### config.mk
export PLATFORM = sky130hd
export DESIGN_NAME = evt_cmp_timer
export DESIGN_NICKNAME = d
export VERILOG_FILES = /design/src/rtl/evt_cmp_timer.sv
export SDC_FILE = /design/constraint.sdc
export NUM_CORES = 1
export LEC_CHECK = 0
export BUFFER_PORTS_ARGS = -buffer_cell sky130_fd_sc_hd__buf_2
export CORE_AREA = 2 2 101 103
export CTS_CLUSTER_SIZE = 8
export DETAILED_ROUTE_END_ITERATION = 10
export DIE_AREA = 0 0 103 105
export PLACE_DENSITY = 0.89
export SYNTH_ARGS = -nofsm -noshare
export SYNTH_HDL_FRONTEND = slang
export SYNTH_SLANG_ARGS = --single-unit
### constraint.sdc
create_clock -name clk -period 5.1 [get_ports clk]
set_clock_uncertainty 0.15 [all_clocks]
set_input_delay 0.51 -clock clk [delete_from_list [all_inputs] [get_ports clk]]
set_output_delay 0.51 -clock clk [all_outputs]
set_load 0.05 [all_outputs]
### src/rtl/evt_cmp_timer.sv
module evt_cmp_timer #(
  parameter int W    = 24,
  parameter int SYNC = 2,
  parameter int AW   = 3
) (
  input  logic          clk,
  input  logic          rst_n,
  input  logic          wr_en,
  input  logic [AW-1:0] addr,
  input  logic [W-1:0]  wdata,
  output logic [W-1:0]  rdata,
  input  logic          evt_pin,
  input  logic          presc_tick,
  output logic          irq
);
  localparam int CW = 9;
  localparam logic [3:0] EVT_MODE = 4'b0011;

  logic [CW-1:0]   ctrl;
  logic [W-1:0]    load_r, cmp_r, cnt;
  logic            flag, pend, pin_q;
  logic [SYNC-1:0] sync;

  wire en   = ctrl[0];
  wire inv  = ctrl[5];
  wire trm  = ctrl[6];
  wire ie   = ctrl[7];
  wire src  = ctrl[8];
  wire active = en && (ctrl[4:1] == EVT_MODE);

  wire wr_ctrl = wr_en && (addr == AW'(0));
  wire wr_stat = wr_en && (addr == AW'(1));
  wire wr_load = wr_en && (addr == AW'(2));
  wire wr_cmp  = wr_en && (addr == AW'(3));

  wire pin_s    = sync[SYNC-1];
  wire pin_edge = inv ? (pin_q & ~pin_s) : (~pin_q & pin_s);
  wire tclk     = active && (src ? presc_tick : pin_edge);
  wire start    = wr_ctrl && wdata[0] && (wdata[4:1] == EVT_MODE) && !active;
  wire do_rel   = trm && pend;
  wire [W-1:0] cnt_nxt = do_rel ? load_r : cnt + W'(1);
  wire hit      = tclk && (cnt_nxt == cmp_r);

  assign irq = flag && ie;

  always_ff @(posedge clk) begin
    if (!rst_n) begin
      sync  <= '0;
      pin_q <= 1'b0;
    end else begin
      sync  <= {sync[SYNC-2:0], evt_pin};
      pin_q <= pin_s;
    end
  end

  always_ff @(posedge clk) begin
    if (!rst_n) begin
      ctrl   <= '0;
      load_r <= '0;
      cmp_r  <= '0;
    end else begin
      if (wr_ctrl) ctrl   <= wdata[CW-1:0];
      if (wr_load) load_r <= wdata;
      if (wr_cmp)  cmp_r  <= wdata;
    end
  end

  always_ff @(posedge clk) begin
    if (!rst_n) begin
      cnt  <= '0;
      pend <= 1'b0;
    end else if (start) begin
      cnt  <= load_r;
      pend <= 1'b0;
    end else if (tclk) begin
      cnt  <= cnt_nxt;
      pend <= hit && trm;
    end
  end

  always_ff @(posedge clk) begin
    if (!rst_n)                  flag <= 1'b0;
    else if (hit)                flag <= 1'b1;
    else if (wr_stat && wdata[0]) flag <= 1'b0;
  end

  always_comb begin
    case (addr)
      AW'(0):  rdata = W'(ctrl);
      AW'(1):  rdata = W'(flag);
      AW'(2):  rdata = load_r;
      AW'(3):  rdata = cmp_r;
      AW'(4):  rdata = cnt;
      default: rdata = '0;
    endcase
  end

  assert_hold_R10: assert property (@(posedge clk) disable iff (!rst_n)
    (!active && !start) |=> $stable(cnt));
  assert_sticky_R6: assert property (@(posedge clk) disable iff (!rst_n)
    (flag && !(wr_stat && wdata[0])) |=> flag);
  assert_flag_src_R6: assert property (@(posedge clk) disable iff (!rst_n)
    $rose(flag) |-> $past(tclk));
  assert_reload_R8: assert property (@(posedge clk) disable iff (!rst_n)
    (tclk && do_rel) |=> (cnt == $past(load_r)));
  assert_incr_R9: assert property (@(posedge clk) disable iff (!rst_n)
    (tclk && !do_rel) |=> (cnt == $past(cnt) + W'(1)));
endmodule

* After elaboration in Yosys (flattened, before gate mapping)
Cells that the tools add are included.
Cells by class: equality and inequality tests 7, multipliers 0, bitwise gates (word level) 5, mux-type cells 8, magnitude comparators 0, shift-type cells 0, add/subtract/negate cells 1, reduce and logical (&&, ||, !) cells 19, div/mod/pow operators 0
Operator list (number):
- $pmux W24 S5 | 1
- $mux W24 | 3
- $add A24 B1 Y24 const B | 1
- $eq A24 B24 Y1 | 1
- $logic_and A1 B1 Y1 | 14
- $eq A4 B2 Y1 const B | 2
- $eq A3 B2 Y1 const B | 2
- $mux W1 | 4
- $reduce_bool A2 Y1 | 2
- $eq A3 B1 Y1 const B | 1
- $eq A3 B3 Y1 const B | 1
- $logic_not A3 Y1 | 1
- $not A1 Y1 | 3
- $and A1 B1 Y1 | 2
- $reduce_or A2 Y1 | 1
- $logic_not A1 Y1 | 1
Storage, ports and cells: memories kept 0, logic and storage cells 48, memory bits (writable) 0, ROM bits 0, bits in registers 86, output and inout bits 25, bits in latches 0

* Depth between registers and ports, before layout
depth in word-level cells 7, depth in mapped cells 10

* Worst setup path after synthesis
No wires, ideal clock.
kind input to output, from input port addr[0], to output port rdata[11], stages 4, data required time 4.440 ns, slack 1.897 ns, arrival 2.543 ns, cell sequence buf_1 clkbuf_1 mux2i_1 o21ai_0
Between the ends: cells in the longest elaborated chain, start to end 2, elaborated cells between the ends (all ways) 6, classes of those cells eq/ne (4); mux (1); reduce/logical (1)
RTL lines:
- start, declared | RTL line 9 | input logic [AW-1:0] addr,
- $eq A3 B3 Y1 (tied with other cells) | RTL line 88 | case (addr)
- $pmux W24 S5 * | RTL line 88
- end, declared | RTL line 11 | output logic [W-1:0] rdata,
Mark *: on every way between the ends. The rest lies on a longest branch, timed or not.

* Worst setup path in the final report
from register ctrl[5], to register cnt[3]
Between the ends: cells in the longest elaborated chain, start to end 4
RTL lines:
- start, declared | RTL line 19 | logic [CW-1:0] ctrl;
- start signal, assigned | RTL line 62 | if (wr_ctrl) ctrl <= wdata[CW-1:0];
- $mux W1 | RTL line 37 | wire pin_edge = inv ? (pin_q & ~pin_s) : (~pin_q & pin_s);
- $mux W1 | RTL line 38 | wire tclk = active && (src ? presc_tick : pin_edge);
- $logic_and A1 B1 Y1 | RTL line 38
- $reduce_bool A2 Y1 (no source line)
- end signal, assigned | RTL line 73 | cnt <= load_r;
- end signal, assigned | RTL line 76 | cnt <= cnt_nxt;
- end, declared | RTL line 20 | logic [W-1:0] load_r, cmp_r, cnt;
No other way between the ends. A chain may end at the register's enable or synchronous reset.

==> impl_metrics.ini <==
[route]
vias = 6100
drc = 0
vias_per_cell = 6.623
dr.pass1.iters = 7
wl_um = 18810
ant_nets = 0
drtIter0Drc = 859
post_drt_wl_per_cell_um = 20.42

[clocking]
cts_hold_buf = 0
worst_skew_pair.late_latency_ns = 0.39
clkSinkCount = 86
cts_buffers = 9
cts_tree = done
post-cts-setup-buffer-count = 0
clk_pin_slew_worst_paths_ns = 0.09
cts_max_level = 3
cts.path.max_buffers = 2
cts-root-buf = clkbuf_8
cts_resized = 0

[synthesis]
synth_area_leader_cell = dfxtp_1
synthXorXnorAreaFrac = 0.05239
synthCells = 779
synth_fa_ha_area_frac = 0.002201
ys_seq_area_frac = 0.3029
muxShareOfSynthArea = 0.04600
synthTopCellsByArea = dfxtp_1 (30%), nand2_1 (12%), a21boi_0 (9.5%)
syn-cell-area_um2 = 5684
synthSimpleGateAreaFrac = 0.2853
synth_edf_count = 0
synth_ff_type = dfxtp_1
ys_seq_elements = 86
avgSynthCellArea_um2 = 7.297
synth_warnings = 0
synth.distinct_cells = 67
synth_compound_area_frac = 0.2540
synth_top_area_share = 0.3029
async_reset_ff_frac = 0
synth_fp_nets = 812
synth_top_family_by_area = simple AND/OR/NAND/NOR gates

[placement]
gp_routability_congestion = 1.005
place_area_um2 = 5889
port_buffers = 56
place_hpwl_um = 13150
dp_worst_setup_slack_ns = 1.708

[global_routing]
grt.overflow.total = 0
grt_pass1_vias = 5510
grt_max_degree = 87
grt_pass1_wl_um = 29680
gr-usage-all-layers = 0.3546
antenna_found_initial = 0

[worst_setup_path]
critPathKind = reg -> reg
path_max_fanout = 23
arrival_ns = 3.52
worstSetupStartpointType = flip-flop
worstSetupEndpointType = flip-flop
required_ns = 5.25

[cells_and_area]
fin_nets = 816
multi_input_area_um2 = 3642
fin_area_um2 = 6105
fill_cells = 871
ff_latch_area_um2 = 1722
drive_gt1_frac = 0.1129
antenna_cells = 0
area_growth_pct = 7.396

[timing]
rsz0062_at_grt = no
setup_viol = 0
max_slew_margin = 0.2482
fin_crit_sh = 0.6602
max_freq_ghz = 0.2970
hold_viol = 0
drv_slew = 0
setup_ws_ns = 1.733
tightestPinTransition_ns = 1.123
period_minus_slack_ns = 3.367
setup-tns-final_ns = 0

[floorplan]
dieWidth_um = 103
start_util = 0.5897
core-area_um2 = 9639
die_area_um2 = 10820
io_pins = 57
rows = 36
die_y_um = 105

[run_status]
status = complete, no violations

[run]
maxCapViolCount = 0

[power_and_ir_drop]
p_leak_nw = 2.130
p_total_w = 0.001354
power_density_nw_per_um2 = 221.8
peakVddDrop_uv = 189.3

[worst_hold_path]
min_path_type = in -> reg
-- sequential cells by signal, summed over array words and instances (netlist names) --
name / count
flag: 1
load_r: 24
sync: 2
ctrl: 9
pend: 1
cmp_r: 24
pin_q: 1
cnt: 24
-- where the power goes --
group          switching (W)  internal [W]
logic              0.0000703     0.0000436
clock network       0.000282      0.000259
registers          0.0000172      0.000681
total               0.000370      0.000984
-- cell usage after synthesis (2+ instances only) --
master,number
a21boi_0,72
xor2_1,13
o2bb2ai_1,2
a221oi_1,10
nand3_1,19
and4_1,5
o21ai_0,48
o221ai_1,2
or3_1,4
clkbuf_1,51
a2111oi_0,2
a22oi_1,6
buf_1,2
buf_2,9
nor4_1,7
o22ai_1,2
o31ai_1,3
o211ai_1,2
xnor2_1,21
dfxtp_1,86
nand4b_1,3
a31oi_1,7
nor2b_1,14
or4_1,2
a311oi_1,3
buf_4,3
or2_2,3
a311o_1,2
mux2i_1,25
nand2b_1,8
and2_1,9
o2111ai_1,2
nand4_1,10
nor2_1,33
inv_1,13
nand3b_1,3
a211oi_1,4
a21oi_1,35
and3_1,10
nor3_1,14
clkbuf_2,2
nor3b_1,5
nand2_1,179
-- metal layers --
metal | global-route usage | up-vias | routed length [um]
met3 | 0.07492 | 64 | 2358
li1 | - | 2748 | -
met5 | 0 | - | 0
met2 | 0.5070 | 455 | 8092
met1 | 0.5197 | 2833 | 7667
met4 | 0.1297 | 0 | 693
-- critical path, cell delays in order (launching register included) --
cell,delay [ns]
dfxtp_1,0.39
nor2b_1,0.19
a221oi_1,0.12
nor3_1,0.91
nand2_1,0.85
nor3_1,0.42
a21oi_1,0.09
a21boi_0,0.18
-- per-stage QoR --
step / instances / utilization / hold slack [ns]
after floorplan: 779 / - / 0.2619
after global placement: 905 / 0.6110 / 0.2686
after detailed placement: 905 / 0.6110 / 0.2840
after CTS: 921 / 0.6333 / 0.1807
after global routing: 921 / 0.6333 / 0.1852
final: 921 / 0.6333 / 0.1867
-- layout make-up --
type / count / area share
multi-input combinational: 613 / 0.5966
sequential: 86 / 0.2820
timing repair buffer: 60 / 0.05083
tap: 133 / 0.02726
clock buffer: 11 / 0.02480
clock inverter: 5 / 0.01045
inverter: 13 / 0.007993
-- logic make-up after synthesis --
kind of cell,after synthesis
AOI/OAI and AO/OA,215
xor gates and xnor gates,34
adders and majority gates,1
buffers and inverters,80
DFF,86
muxes,26
and+or+nand+nor,337
-- worst paths after layout --
check	end	cells past startpoint	slack, ns	from
max	cnt[3]	7	1.73	ctrl[5]
min	sync[0]	2	0.19	evt_pin
max reg2reg	cnt[3]	7	1.73	ctrl[5]
min reg2reg	sync[1]	1	0.30	sync[0]
-- cell usage in the layout, fill, tap and decap left out, types with 6 or more instances in the layout --
| master | instances |
|---|---|
| nor2b_1 | 14 |
| nor2_1 | 33 |
| and2_1 | 9 |
| nand2_1 | 179 |
| mux2i_1 | 25 |
| xnor2_1 | 21 |
| a221oi_1 | 10 |
| nor3_1 | 14 |
| buf_2 | 56 |
| nand4_1 | 10 |
| a21oi_1 | 35 |
| clkbuf_8 | 11 |
| a22oi_1 | 6 |
| dfxtp_1 | 86 |
| nor4_1 | 7 |
| and3_1 | 10 |
| a31oi_1 | 7 |
| o21ai_0 | 48 |
| inv_1 | 13 |
| nand3_1 | 19 |
| a21boi_0 | 72 |
| nand2b_1 | 8 |
| xor2_1 | 13 |
No activity file was read; power rests on OpenSTA's default activity.
